**config.mk**
```make
export PLATFORM = sky130hd
export DESIGN_NAME = rst_seq_ctrl
export DESIGN_NICKNAME = d
export VERILOG_FILES = /design/src/rtl/rst_seq_pkg.sv /design/src/rtl/rsq_por_filter.sv /design/src/rtl/rsq_timer.sv /design/src/rtl/rsq_fsm.sv /design/src/rtl/rst_seq_ctrl.sv
export SDC_FILE = /design/constraint.sdc
export NUM_CORES = 1
export LEC_CHECK = 0
export BUFFER_PORTS_ARGS = -buffer_cell sky130_fd_sc_hd__buf_2
export CAP_MARGIN = 10
export CORE_ASPECT_RATIO = 0.9
export CORE_UTILIZATION = 46
export CTS_CLUSTER_DIAMETER = 30
export DETAILED_ROUTE_END_ITERATION = 8
export PLACE_DENSITY_LB_ADDON = 0.08
export RECOVER_POWER = 50
export SETUP_SLACK_MARGIN = 0.02
export SLEW_MARGIN = 15
export SYNTH_ARGS = -nofsm -noshare
export SYNTH_HDL_FRONTEND = slang
export SYNTH_SLANG_ARGS = --single-unit
```
**constraint.sdc**
```tcl
create_clock -name clk_i -period 2.19 [get_ports clk_i]
set_input_delay 0.219 -clock clk_i [delete_from_list [all_inputs] [get_ports clk_i]]
set_output_delay 0.219 -clock clk_i [all_outputs]
set_load 0.1 [all_outputs]
```
**src/rtl/rst_seq_pkg.sv**
```systemverilog
package rst_seq_pkg;
  typedef enum logic [2:0] {
    ST_PORW  = 3'd0,
    ST_DELAY = 3'd1,
    ST_LOAD  = 3'd2,
    ST_HRST  = 3'd3,
    ST_BLANK = 3'd4,
    ST_RUN   = 3'd5
  } seq_state_e;
endpackage

```
**src/rtl/rsq_por_filter.sv**
```systemverilog
module rsq_por_filter #(
  parameter int unsigned MIN_CYC = 32
) (
  input  logic clk_i,
  input  logic rst_ni,
  input  logic por_ni,
  output logic qual_o
);
  localparam int unsigned CW = $clog2(MIN_CYC + 1);
  localparam logic [CW-1:0] LAST = CW'(MIN_CYC - 1);

  logic [CW-1:0] cnt_q;

  always_ff @(posedge clk_i or negedge rst_ni) begin
    if (!rst_ni)          cnt_q <= '0;
    else if (por_ni)      cnt_q <= '0;
    else if (cnt_q != LAST) cnt_q <= cnt_q + 1'b1;
  end

  // saturates, so a held request keeps re-qualifying
  assign qual_o = !por_ni && (cnt_q == LAST);
endmodule

```
**src/rtl/rsq_timer.sv**
```systemverilog
module rsq_timer #(
  parameter int unsigned W = 8
) (
  input  logic         clk_i,
  input  logic         rst_ni,
  input  logic         clr_i,
  input  logic         en_i,
  output logic [W-1:0] cnt_o
);
  always_ff @(posedge clk_i or negedge rst_ni) begin
    if (!rst_ni)   cnt_o <= '0;
    else if (clr_i) cnt_o <= '0;
    else if (en_i)  cnt_o <= cnt_o + 1'b1;
  end
endmodule

```
**src/rtl/rsq_fsm.sv**
```systemverilog
module rsq_fsm
  import rst_seq_pkg::*;
#(
  parameter int unsigned SRC_W     = 3,
  parameter int unsigned DLY_CYC   = 150,
  parameter int unsigned BLANK_CYC = 16,
  parameter int unsigned TW        = 8
) (
  input  logic             clk_i,
  input  logic             rst_ni,
  input  logic             por_qual_i,
  input  logic             por_ni,
  input  logic             line_i,
  input  logic             int_req_i,
  input  logic             ld_done_i,
  input  logic [SRC_W-1:0] cfg_src_i,
  input  logic [TW-1:0]    cnt_i,
  output seq_state_e       state_o,
  output logic             tmr_clr_o,
  output logic             tmr_en_o,
  output logic [SRC_W-1:0] cfg_src_o
);
  localparam logic [TW-1:0] DLY_LAST = TW'(DLY_CYC - 1);
  localparam logic [TW-1:0] BLK_LAST = TW'(BLANK_CYC - 1);

  seq_state_e st_q, st_n;
  logic       armed_q;
  logic       seen_q;

  always_comb begin
    st_n = st_q;
    unique case (st_q)
      ST_PORW:  if (armed_q && por_ni) st_n = ST_DELAY;
      ST_DELAY: if (cnt_i == DLY_LAST) st_n = ST_LOAD;
      ST_LOAD,
      ST_HRST:  if (ld_done_i) st_n = ST_BLANK;
      ST_BLANK: if (seen_q && cnt_i == BLK_LAST) st_n = ST_RUN;
      ST_RUN:   if (!line_i || int_req_i) st_n = ST_HRST;
      default:  st_n = ST_PORW;
    endcase
    if (por_qual_i) st_n = ST_PORW;
  end

  assign tmr_clr_o = (st_n != st_q);
  assign tmr_en_o  = (st_q == ST_DELAY) || (st_q == ST_BLANK && seen_q);

  always_ff @(posedge clk_i or negedge rst_ni) begin
    if (!rst_ni) begin
      st_q      <= ST_PORW;
      armed_q   <= 1'b0;
      seen_q    <= 1'b0;
      cfg_src_o <= '0;
    end else begin
      st_q    <= st_n;
      armed_q <= por_qual_i || (armed_q && st_n == ST_PORW);
      // blanking starts at the first high level after release
      seen_q  <= (st_n == ST_BLANK) && (seen_q || (st_q == ST_BLANK && line_i));
      if (por_qual_i) cfg_src_o <= cfg_src_i;
    end
  end

  assign state_o = st_q;
endmodule

```
**src/rtl/rst_seq_ctrl.sv**
```systemverilog
module rst_seq_ctrl
  import rst_seq_pkg::*;
#(
  parameter int unsigned SRC_W     = 3,
  parameter int unsigned POR_MIN   = 32,
  parameter int unsigned DLY_CYC   = 150,
  parameter int unsigned BLANK_CYC = 16
) (
  input  logic             clk_i,
  input  logic             rst_ni,
  input  logic             por_ni,
  input  logic [SRC_W-1:0] cfg_src_i,
  input  logic             int_hrst_req_i,
  input  logic             hrst_line_i,
  output logic             hrst_drive_o,
  output logic             ld_req_o,
  input  logic             ld_done_i,
  output logic [SRC_W-1:0] cfg_src_o,
  output logic [2:0]       state_o,
  output logic             run_o
);
  localparam int unsigned MAXC = (DLY_CYC > BLANK_CYC) ? DLY_CYC : BLANK_CYC;
  localparam int unsigned TW   = $clog2(MAXC + 1);

  logic          por_qual;
  logic          tmr_clr, tmr_en;
  logic [TW-1:0] tmr_cnt;
  seq_state_e    st;

  rsq_por_filter #(.MIN_CYC(POR_MIN)) u_por (
    .clk_i  (clk_i),
    .rst_ni (rst_ni),
    .por_ni (por_ni),
    .qual_o (por_qual)
  );

  rsq_timer #(.W(TW)) u_tmr (
    .clk_i  (clk_i),
    .rst_ni (rst_ni),
    .clr_i  (tmr_clr),
    .en_i   (tmr_en),
    .cnt_o  (tmr_cnt)
  );

  rsq_fsm #(
    .SRC_W     (SRC_W),
    .DLY_CYC   (DLY_CYC),
    .BLANK_CYC (BLANK_CYC),
    .TW        (TW)
  ) u_fsm (
    .clk_i      (clk_i),
    .rst_ni     (rst_ni),
    .por_qual_i (por_qual),
    .por_ni     (por_ni),
    .line_i     (hrst_line_i),
    .int_req_i  (int_hrst_req_i),
    .ld_done_i  (ld_done_i),
    .cfg_src_i  (cfg_src_i),
    .cnt_i      (tmr_cnt),
    .state_o    (st),
    .tmr_clr_o  (tmr_clr),
    .tmr_en_o   (tmr_en),
    .cfg_src_o  (cfg_src_o)
  );

  assign state_o      = st;
  assign run_o        = (st == ST_RUN);
  assign ld_req_o     = (st == ST_LOAD) || (st == ST_HRST);
  assign hrst_drive_o = (st == ST_PORW) || (st == ST_DELAY) || ld_req_o;
endmodule

```
==> metrics.md, run 1 <==
| Metric | Value |
|---|---|
| Simple-gate area share of the yosys netlist | between 30% and 40% |
| I/O pin count | 18 |
| Top-count cell post-synth | dfrtp_1 |
| CP delay by family, top | simple AND/OR/NAND/NOR gates |
| Post-synthesis mux area share | 0.8815% |
| Global-route wire length before repair | 4.485 mm |
| Setup crit end | u_tmr.cnt_o[1]$_DFFE_PN0P_ |
| Total grt overflow | 0 |
| Die H | 52.00 um |
| WL/cell | around 14 um |
| Relative slew slack | between 20% and 30% |
| Ant. Diodes | 0 |
| Top cells by count, synth | dfrtp_1 (22), nand2_1 (17), nor2_1 (15) |
| FF-to-FF End | u_tmr.cnt_o[1]$_DFFE_PN0P_ |
| Worst setup SP type | register |
| Vias after detailed routing | slightly above 1000 |
| Outcome | finished with violations |
| IO Port Bufs | 17 |
| Synth top area share | around 43% |
| Cts bufs inserted | 3 |
| Setup Viol. Count Final | 0 |
| Share of post-route cells with drive strength above 1 | 26.80% |
| Worst Reg-to-Reg Cells | 5 |
| Worst-Margin Slew | ~1.2 ns |
| DRT Wirelength | 2.572 mm |
| CP required | 2.39 ns |
| CTS-repair resized insts | 0 |
| Fraction of registers with async set/reset | between 90% and 100% |
| Vias per inst | 5.707 |
| Compound-gate portion of the synthesized area | around 11% |
| RSZ-0062 raised after global routing | false |
| TritonCTS clock tree | done |
| Setup CP Type | reg2reg |
| Period minus WS final | approximately 2 ns |
| First-pass iteration count of the detailed router | 6 |
| Post-Syn Area | 1277 um^2 |
| Slowest CP cell | dfrtp_4 |
| CTS Buffer Depth | 2 |
| DR iter-0 viols | 64 |
| Synthesized area per cell | roughly 9.8 um^2 |
| Clock root buffer | clkbuf_4 |
| Area after DPL | approximately 1400 um^2 |
| Main combinational cell family by area after synthesis | simple AND/OR/NAND/NOR gates |
| Max IR drop VDD | ~0.84 mV |
| Pin count of the biggest net entering global routing | 23 |
| Syn Inst Count | 131 |
| Critical-path maximum fanout | 8 |
| Largest stage delay, worst path | slightly below 0.5 ns |
| Post-Layout Inst Area | 1496 um^2 |
| Final-report hold violation count | 0 |
| Number of global-route vias before repair | approximately 980 |
| Worst-Skew Late Latency | just over 0.3 ns |
| Initial antenna violation count | 0 |
| Htree depth | 1 |
| Post-Synth XOR/XNOR Area | between 6 and 7% |
| RR Startpoint | u_fsm.state_o[1]$_DFF_PN0_ |
| Syn_nets | between 100 and 150 |
| Clock tree sinks | 22 |
| Hold crit path type | in2reg |
| R2R Setup Slk | 0.18 ns |
| PwrDens | 1319 nW/um^2 |
| Num rows | 17 |
| Area grow syn2layout | 17.14% |
| Post-route clock period utilization | about 92% |
| Post-synth EDFFs | 0 |
| Critical Path Source | u_fsm.state_o[1]$_DFF_PN0_ |
| GRT Total Usage | about a fifth |
| CP Cell Sequence | or4b_1, or3_4, a221o_1, nand4_4, a211oi_2 |
| Failing checks | design-rule violations |
| Max-Cap Viols | 0 |
| Routed Antenna Nets | 0 |
| Cell taking the most area after synthesis | dfrtp_1 |
| GPL Wtd Cong | between 0.8 and 0.9 |
| Core area | approximately 2500 um^2 |
| Adder-cell share of the synthesized area | around 3% |
| Power consumption | 1973 uW |
| DRC | 1 |
| Worst Skew | roughly 0.0015 ns |
| Worst setup EP type | register |
| Die Footprint | 2992 um^2 |
| Synth warn | 0 |
| Detailed-placement wirelength estimate | roughly 1.9 mm |
| Maximum clock rate | between 400 and 500 MHz |
| Die width | approximately 58 um |
| Starting Density | between 50 and 60% |
| Post-synthesis sequential area ratio | between 40% and 50% |
| Synth Flop Type | dfrtp_1 |
| Buffers & Inverters on Critical Path | 0 |
| Nets | about 170 |
| Flops & latches, synth | 22 |
| Max Slew Vio Count | 0 |
| Worst EP arrival | about 2.2 ns |
| Setup TNS | 0 ns |
| Stages on the worst setup path | 5 |
| Worst-path clk slew | about 0.13 ns |
| Pleak | between 0.0006 and 0.0007 uW |
| Unique cell type count in the Yosys netlist | 43 |
| Largest cells by area after synthesis | dfrtp_1 (43%), nand2_1 (5.0%), nor2_1 (4.4%) |
[worst min path at each step]
stage	startpoint	to	slack (ns)	depth (start not counted)
after global placement	rst_ni	u_fsm.armed_q$_DFF_PN0_	0.20	1
after floorplan	rst_ni	u_fsm.armed_q$_DFF_PN0_	-0.08	0
after CTS	cfg_src_i[2]	u_fsm.cfg_src_o[2]$_DFFE_PN0P_	0.07	3
after global routing	cfg_src_i[0]	u_fsm.cfg_src_o[0]$_DFFE_PN0P_	0.09	3
after detailed placement	rst_ni	u_fsm.armed_q$_DFF_PN0_	0.21	1
final	cfg_src_i[2]	u_fsm.cfg_src_o[2]$_DFFE_PN0P_	0.09	3
[metrics by stage]
| stage | std cells | util (%) | hold slack (ns) | worst slack, ns |
|---|---|---|---|---|
| global route | 181 | 59.12 | 0.08682 | 0.09354 |
| floorplan | 131 | - | -0.07659 | 0.06626 |
| finish | 181 | 59.12 | 0.08544 | 0.1800 |
| global placement | 176 | 56.80 | 0.2040 | 0.2254 |
| CTS | 181 | 59.27 | 0.06615 | 0.1812 |
| detailed placement | 176 | 56.80 | 0.2122 | 0.1898 |
[report_power, final]
| part | switching [uW] | internal (uW) | leakage (uW) |
|---|---|---|---|
| sequential | 105 | 496 | 0.000288 |
| clock | 131 | 185 | 0.0000279 |
| combinational | 714 | 342 | 0.000363 |
| total | 950 | 1020 | 0.000679 |
[placed cells by master, fill, tap and decap left out, types with 2 or more instances in the layout]
| cell type | count |
|---|---|
| a21oi_1 | 3 |
| and2_1 | 2 |
| and4_2 | 2 |
| buf_2 | 14 |
| buf_4 | 4 |
| clkbuf_1 | 3 |
| clkbuf_4 | 3 |
| dfrtp_1 | 19 |
| dfrtp_2 | 2 |
| ha_1 | 3 |
| inv_1 | 5 |
| nand2_1 | 17 |
| nand2b_1 | 3 |
| nand3_1 | 3 |
| nand3b_1 | 2 |
| nand4_1 | 3 |
| nand4b_1 | 2 |
| nor2_1 | 14 |
| nor2b_1 | 3 |
| nor2b_4 | 2 |
| o21ai_0 | 4 |
| or4bb_1 | 2 |
| xnor2_1 | 3 |
| xor2_1 | 6 |
[registers in the layout, indices dropped and copies added, names as in the netlist]
signal	flops
u_tmr.cnt_o	8
u_por.cnt_q	6
u_fsm.cfg_src_o	3
u_fsm.state_o	3
u_fsm.armed_q	1
u_fsm.seen_q	1
[layer usage]
layer  up-vias  routed length, um  global-route usage [%]
met4         0                 12                   5.285
met1       492               1272                   28.03
met2        32               1151                   30.81
li1        507                  -                       -
met5         -                  0                       0
met3         2                136                   5.224
[layout make-up]
class                      count  area, um^2
fill                         238        1035
multi-input combinational    100       711.9
sequential                    22       556.8
timing repair buffer          22       121.4
tap                           28       35.03
clock inverter                 1       30.03
clock buffer                   3       22.52
inverter                       5       18.77
[logic make-up (layout without fill, tap and decap cells)]
logic type,Yosys count,in the layout
and+or+nand+nor,67,67
DFF,22,22
AOI/OAI and AO/OA,20,20
xor gates and xnor gates,9,9
buffers and inverters,9,31
adders and majority gates,3,3
muxes,1,1
[worst min-delay path, delay by kind of cell]
| kind | cells | cell delay, ns |
|---|---|---|
| buffers and inverters | 1 | 0.08 |
| and+or+nand+nor | 2 | 0.08 |
[timing repair]
| action | in CTS | in global routing |
|---|---|---|
| setup buffers | 0 | 0 |
| hold buffers | 1 | 0 |
| hold endpoints to repair | 22 | 0 |
Power figures use the tool's default switching activity.
==> inputs of run 2 (changes only) <==
- ABC_AREA: unset -> 1
==> metrics.md, run 2 <==
| Metric | Value |
|---|---|
| Fraction of registers with async set/reset | 100.0% (unchanged) |
| First-pass iteration count of the detailed router | 6 (unchanged) |
| Maximum clock rate | 556.6 MHz (+12%) |
| DRT Wirelength | 2.326 mm (-9.6%) |
| Syn_nets | 171 (+20%) |
| Post-Layout Inst Area | 1448 um^2 (-3.3%) |
| Vias after detailed routing | 1044 (+1.1%) |
| Max-Cap Viols | 0 (unchanged) |
| Flops & latches, synth | 22 (unchanged) |
| Unique cell type count in the Yosys netlist | 22 (-49%) |
| Synth top area share | 42.31% (-0.79 points) |
| Synth Flop Type | dfrtp_1 |
| Die Footprint | 3046 um^2 (+1.8%) |
| Total grt overflow | 0 (unchanged) |
| Final-report hold violation count | 0 (unchanged) |
| Area grow syn2layout | 11.25% |
| Ant. Diodes | 0 (unchanged) |
| Cell taking the most area after synthesis | dfrtp_1 |
| Vias per inst | 4.811 (-16%) |
| Setup crit end | u_tmr.cnt_o[6]$_DFFE_PN0P_ |
| Hold crit path type | in2reg |
| Post-route clock period utilization | 82.03% (-9.8 points) |
| Post-synth EDFFs | 0 (unchanged) |
| R2R Setup Slk | 0.39 ns (+0.21 ns) |
| Top cells by count, synth | nand2_1 (41), dfrtp_1 (22), inv_1 (17), nor2_1 (17), nor2_2 (10) |
| GRT Total Usage | 17.69% (-2.4 points) |
| Area after DPL | 1426 um^2 (-0.78%) |
| Clock tree sinks | 22 (unchanged) |
| PwrDens | 431.2 nW/um^2 (-67%) |
| Leading cell type in the layout, fill and taps excluded | nand2_1 |
| Worst Skew | 0.005659 ns (+0.004182 ns) |
| Worst-Skew Late Latency | 0.30 ns (about the same) |
| Die width | 58.07 um (+0.89%) |
| Htree depth | 1 (unchanged) |
| Worst Reg-to-Reg Cells | 10 (+5) |
| Syn Inst Count | 159 (+21%) |
| Period minus WS final | 1.796 ns (-0.2135 ns) |
| Post-Syn Area | 1301 um^2 (+1.9%) |
| Synth warn | 0 (unchanged) |
| Worst Hold Launch | cfg_src_i[2] |
| RSZ-0062 raised after global routing | false |
| DRC | 2 (+1) |
| Initial antenna violation count | 0 (unchanged) |
| Setup CP Type | reg2reg |
| GPL Wtd Cong | 0.7783 (-3.4%) |
| Detailed-placement wirelength estimate | 1.819 mm (-2.8%) |
| Worst-Margin Slew | 1.169 ns (-0.02598 ns) |
| Pin count of the biggest net entering global routing | 23 (unchanged) |
| Most frequent cells in the layout | nand2_1 (41), dfrtp_1 (19), nor2_1 (18), inv_1 (16), buf_2 (15) |
| Max reg flops | 8 (unchanged) |
| Outcome | finished with violations |
| Top reg by flops | u_tmr.cnt_o |
| Routed Antenna Nets | 0 (unchanged) |
| Cts bufs inserted | 3 (unchanged) |
| Number of global-route vias before repair | 988 (+1.3%) |
| Top flop regs | u_tmr.cnt_o: 8 flops, u_por.cnt_q: 6 flops |
| Nets | 192 (+16%) |
| CP required | 2.38 ns (about the same) |
| Pleak | 0.0007312 uW (+7.6%) |
| IO Port Bufs | 17 (unchanged) |
| Share of post-route cells with drive strength above 1 | 25.14% (-1.7 points) |
| DR iter-0 viols | 42 (-34%) |
| Worst setup SP type | register |
| RR Startpoint | u_por.cnt_q[0]$_DFFE_PN0N_ |
| Worst-path clk slew | 0.12 ns (about the same) |
| CTS Buffer Depth | 2 (unchanged) |
| Top-count cell post-synth | nand2_1 |
| Worst EP arrival | 1.99 ns (-0.22 ns) |
| TritonCTS clock tree | done |
| Num rows | 17 (unchanged) |
| Relative slew slack | 22.07% (+1.7 points) |
| Core area | 2574 um^2 (+1.7%) |
| Failing checks | design-rule violations |
| Starting Density | 50.56% (+0.089 points) |
| Setup Viol. Count Final | 0 (unchanged) |
| Largest cells by area after synthesis | dfrtp_1 (42%), nand2_1 (12%), xor2_1 (6.1%) |
| Max IR drop VDD | 0.3303 mV (-61%) |
| WL/cell | 10.72 um (-25%) |
| Critical-path maximum fanout | 12 (+4) |
| Max Slew Vio Count | 0 (unchanged) |
| Clock root buffer | clkbuf_4 |
| I/O pin count | 18 (unchanged) |
| Synthesized area per cell | 8.184 um^2 (-16%) |
| Critical Path Source | u_por.cnt_q[0]$_DFFE_PN0N_ |
| FF-to-FF End | u_tmr.cnt_o[6]$_DFFE_PN0P_ |
| Post-synthesis sequential area ratio | 42.31% (-0.79 points) |
| Die H | 52.46 um (+0.88%) |
| Setup TNS | 0 ns (unchanged) |
| Global-route wire length before repair | 4.050 mm (-9.7%) |
| CTS-repair resized insts | 0 (unchanged) |
| Worst setup EP type | register |
[run 2: cell count changes after synthesis, sizes merged, moves of 3 or more]
| cell | before | now |
|---|---|---|
| a21oi | 4 | 1 |
| and2 | 3 | 0 |
| clkbuf | 4 | 0 |
| inv | 5 | 19 |
| nand2 | 17 | 46 |
| nand2b | 3 | 0 |
| nand3 | 3 | 14 |
| nor2 | 15 | 29 |
| nor2b | 5 | 0 |
| xnor2 | 3 | 0 |
| xor2 | 6 | 9 |
[run 2: critical path, stage by stage (launching register included)]
cell     delay (ns)
dfrtp_1        0.40
ha_1           0.20
nand3_1        0.11
nor2_1         0.19
nand3_2        0.24
nand2_1        0.18
nand2_1        0.08
nand2_2        0.08
nor2_4         0.04
nand2_4        0.12
nor2_2         0.05
[run 2: power breakdown]
part,switching (uW),internal (uW),total (uW)
Clock,113,70.9,184
Sequential,3.91,410,414
Combinational,16.0,9.99,26.0
[run 2: metal layers]
metal | vias up | part of all wire [%] | track usage, %
li1 | 537 | - | -
met2 | 30 | 46 | 29.31
met1 | 473 | 47 | 22.71
met4 | 0 | 1.2 | 7.540
met3 | 4 | 5.1 | 3.210
met5 | - | 0 | 0
[run 2: timing repair]
item | 4_1_cts | 5_1_grt
hold endpoints to repair | 22 | 0
buffers inserted | 0 | 0
hold buffers | 1 | 0
setup endpoints to repair | 0 | 0
[run 2: layout make-up]
cell class,instances,area [um^2]
well taps,38,47.55
repair buffers,18,92.59
inverters,19,75.07
multi-input cells,116,649.4
fillers,244,1126
clock buffers,4,26.28
flip-flops and latches,22,556.8
[run 2: cell families (layout without fill, tap and decap cells)]
kind of cell               after synthesis  count (layout)  share of synthesized area [%]
AOI/OAI and AO/OA                        8               8                          4.327
xor gates and xnor gates                 9               9                          6.058
adders and majority gates                3               3                          2.885
and+or+nand+nor                         94              94                          35.67
DFF                                     22              22                          42.31
muxes                                    2               2                          1.539
buffers and inverters                   21              41                          7.212
[run 2: worst min path at each step]
stage,slack [ns],end,cells past startpoint
final,0.11,u_fsm.cfg_src_o[2]$_DFFE_PN0P_,3
after CTS,0.11,u_fsm.cfg_src_o[2]$_DFFE_PN0P_,3
after detailed placement,0.21,u_fsm.state_o[2]$_DFF_PN0_,1
after global placement,0.20,u_fsm.seen_q$_DFF_PN0_,1
after global routing,0.11,u_fsm.cfg_src_o[2]$_DFFE_PN0P_,3
after floorplan,-0.08,u_fsm.armed_q$_DFF_PN0_,0
[run 2: per-stage QoR]
step / setup WS, ns / power [uW] / std cells / util [%] / hold WS [ns]
floorplan: 0.03966 / 430.4 / 159 / - / -0.07659
global placement: 0.5531 / 447.5 / 212 / 55.42 / 0.2019
detailed placement: 0.4889 / 448.6 / 212 / 55.42 / 0.2112
CTS: 0.4656 / 633.7 / 217 / 56.83 / 0.1052
global route: 0.1699 / 654.7 / 217 / 56.25 / 0.1076
finish: 0.3935 / 624.2 / 217 / 56.25 / 0.1125
==> inputs of run 3 (changes only) <==
- clock period: 2.19 -> 1.7 ns (I/O delays scaled with it)
==> metrics.md, run 3 (synthesis gave the netlist of run 2 again) <==
| Metric | Value |
|---|---|
| Final hold slack | 0.06476 ns (-0.04773 ns) |
| First-pass iteration count of the detailed router | 6 (unchanged) |
| Area grow syn2layout | 22.31% |
| Share of post-route cells with drive strength above 1 | 36.76% (+12 points) |
| Setup TNS | 0 ns (unchanged) |
| Pin count of the biggest net entering global routing | 23 (unchanged) |
| Max Slew Vio Count | 0 (unchanged) |
| Final-report hold violation count | 0 (unchanged) |
| CTS Buffer Depth | 2 (unchanged) |
| Setup CP Type | reg2reg |
| Critical-path maximum fanout | 8 (-4) |
| Post-route clock period utilization | 93.95% (+12 points) |
| Period minus WS final | 1.597 ns (-0.1994 ns) |
| Number of global-route vias before repair | 1001 (+1.3%) |
| Worst setup EP type | register |
| Max reg flops | 8 (unchanged) |
| DRT Wirelength | 2.623 mm (+13%) |
| Worst Skew | 0.01408 ns (+0.008417 ns) |
| Max-Cap Viols | 0 (unchanged) |
| Dpl cells | 213 (+0.47%) |
| RSZ-0062 raised after global routing | true |
| Pleak | 0.0007807 uW (+6.8%) |
| DRC | 2 (unchanged) |
| Max IR drop VDD | 0.5513 mV (+67%) |
| GRT Total Usage | 19.57% (+1.9 points) |
| Core area | 2574 um^2 (unchanged) |
| Setup ws final | 0.1029 ns (-0.2906 ns) |
| Routed Antenna Nets | 0 (unchanged) |
| Leading cell type in the layout, fill and taps excluded | nand2_1 |
| Die width | 58.07 um (unchanged) |
| Most frequent cells in the layout | nand2_1 (36), dfrtp_1 (19), buf_2 (15), inv_1 (14), nor2_1 (14) |
| Worst setup SP type | register |
| Pre-CTS setup slack | 0.07263 ns (-0.4163 ns) |
| Vias after detailed routing | 1045 (+0.096%) |
| I/O pin count | 18 (unchanged) |
| Fin util | 61.84% (+5.6 points) |
| Htree depth | 1 (unchanged) |
| Failing checks | design-rule violations |
| Clock tree sinks | 22 (unchanged) |
| DR iter-0 viols | 21 (-50%) |
| Final std cells w/o fill | 223 (+2.8%) |
| Worst EP arrival | 1.84 ns (-0.15 ns) |
| Die Footprint | 3046 um^2 (unchanged) |
| Top flop regs | u_tmr.cnt_o: 8 flops, u_por.cnt_q: 6 flops |
| Total grt overflow | 0 (unchanged) |
| CP required | 1.94 ns (-0.44 ns) |
| Fillers | 244 (unchanged) |
| GPL Wtd Cong | 0.8006 (+2.9%) |
| Starting Density | 50.56% (unchanged) |
| Worst-path clk slew | 0.13 ns (about the same) |
| Die H | 52.46 um (unchanged) |
| PwrDens | 540.9 nW/um^2 (+25%) |
| Detailed-placement wirelength estimate | 1.851 mm (+1.8%) |
| Hold crit path type | in2reg |
| Maximum clock rate | 626.1 MHz (+12%) |
| Ant. Diodes | 0 (unchanged) |
| Initial antenna violation count | 0 (unchanged) |
| Global-route wire length before repair | 4.347 mm (+7.3%) |
| Vias per inst | 4.686 (-2.6%) |
| WL/cell | 11.76 um (+9.7%) |
| Setup Viol. Count Final | 0 (unchanged) |
| Outcome | finished with violations |
| IO Port Bufs | 17 (unchanged) |
| Top reg by flops | u_tmr.cnt_o |
| Num rows | 17 (unchanged) |
| Worst-Skew Late Latency | 0.31 ns (about the same) |
| Cts bufs inserted | 3 (unchanged) |
| TritonCTS clock tree | done |
| Nets | 198 (+3.1%) |
| Worst-Margin Slew | 0.5016 ns (-0.6673 ns) |
| Relative slew slack | 66.56% (+44 points) |
| Clock root buffer | clkbuf_4 |
[run 3: repair_timing]
action,in CTS,in global routing
resized for setup,1,17
pin swaps,0,6
setup buffers,0,5
hold buffers,1,0
cloned,0,0
hold endpoints to repair,22,0
setup endpoints to repair,1,13
[run 3: layer usage]
layer	track usage [%]	share of wire, %	routed length (um)	vias to the layer above
met1	23.55	47	1234	474
li1	-	-	-	547
met4	7.143	1.4	38	0
met3	5.185	3.4	90	4
met5	0	0	0	-
met2	33.72	48	1259	20
[run 3: worst paths after layout]
path	startpoint	to	slack, ns	cells after the start
max in group asynchronous	rst_ni	u_fsm.state_o[1]$_DFF_PN0_	0.96	2
min in group asynchronous	rst_ni	u_fsm.seen_q$_DFF_PN0_	0.34	2
min reg2reg	u_por.cnt_q[5]$_DFFE_PN0N_	u_por.cnt_q[4]$_DFFE_PN0N_	0.44	1
max reg2reg	u_fsm.state_o[2]$_DFF_PN0_	u_tmr.cnt_o[3]$_DFFE_PN0P_	0.10	10
max	u_fsm.state_o[2]$_DFF_PN0_	u_tmr.cnt_o[3]$_DFFE_PN0P_	0.10	10
min	cfg_src_i[0]	u_fsm.cfg_src_o[0]$_DFFE_PN0P_	0.06	3
[run 3: layout make-up]
type,instances,area [um^2],area share [%]
Clock buffer,4,36.28,2.280
Inverter,19,80.08,5.031
Multi-Input combinational cell,116,723.2,45.44
Sequential cell,22,559.3,35.14
Tap cell,38,47.55,2.987
Timing Repair Buffer,24,145.1,9.119
[run 3: where the power goes]
group	leakage [uW]	total [uW]	internal [uW]	switching [uW]
clock	0.0000210	289	131	159
sequential	0.000299	534	529	5.17
combinational	0.000461	37.5	15.1	22.5
total	0.000781	861	674	186
[run 3: stage by stage]
step | instance area [um^2] | total power [uW]
after detailed placement | 1446 | 577.7
final | 1592 | 860.9
after CTS | 1495 | 870.2
after global placement | 1446 | 577.5
after global routing | 1592 | 904.1
after floorplan | 1333 | 554.5
[run 3: critical path, stage by stage (launching register included)]
cell and delay (ns):
dfrtp_4 0.51, buf_2 0.17, nand3_2 0.10, nor2_1 0.04
nor2_1 0.15, nand2_2 0.08, nand3_1 0.08, nand2_2 0.07
nor2_4 0.13, nand2_8 0.10, nor2_2 0.09
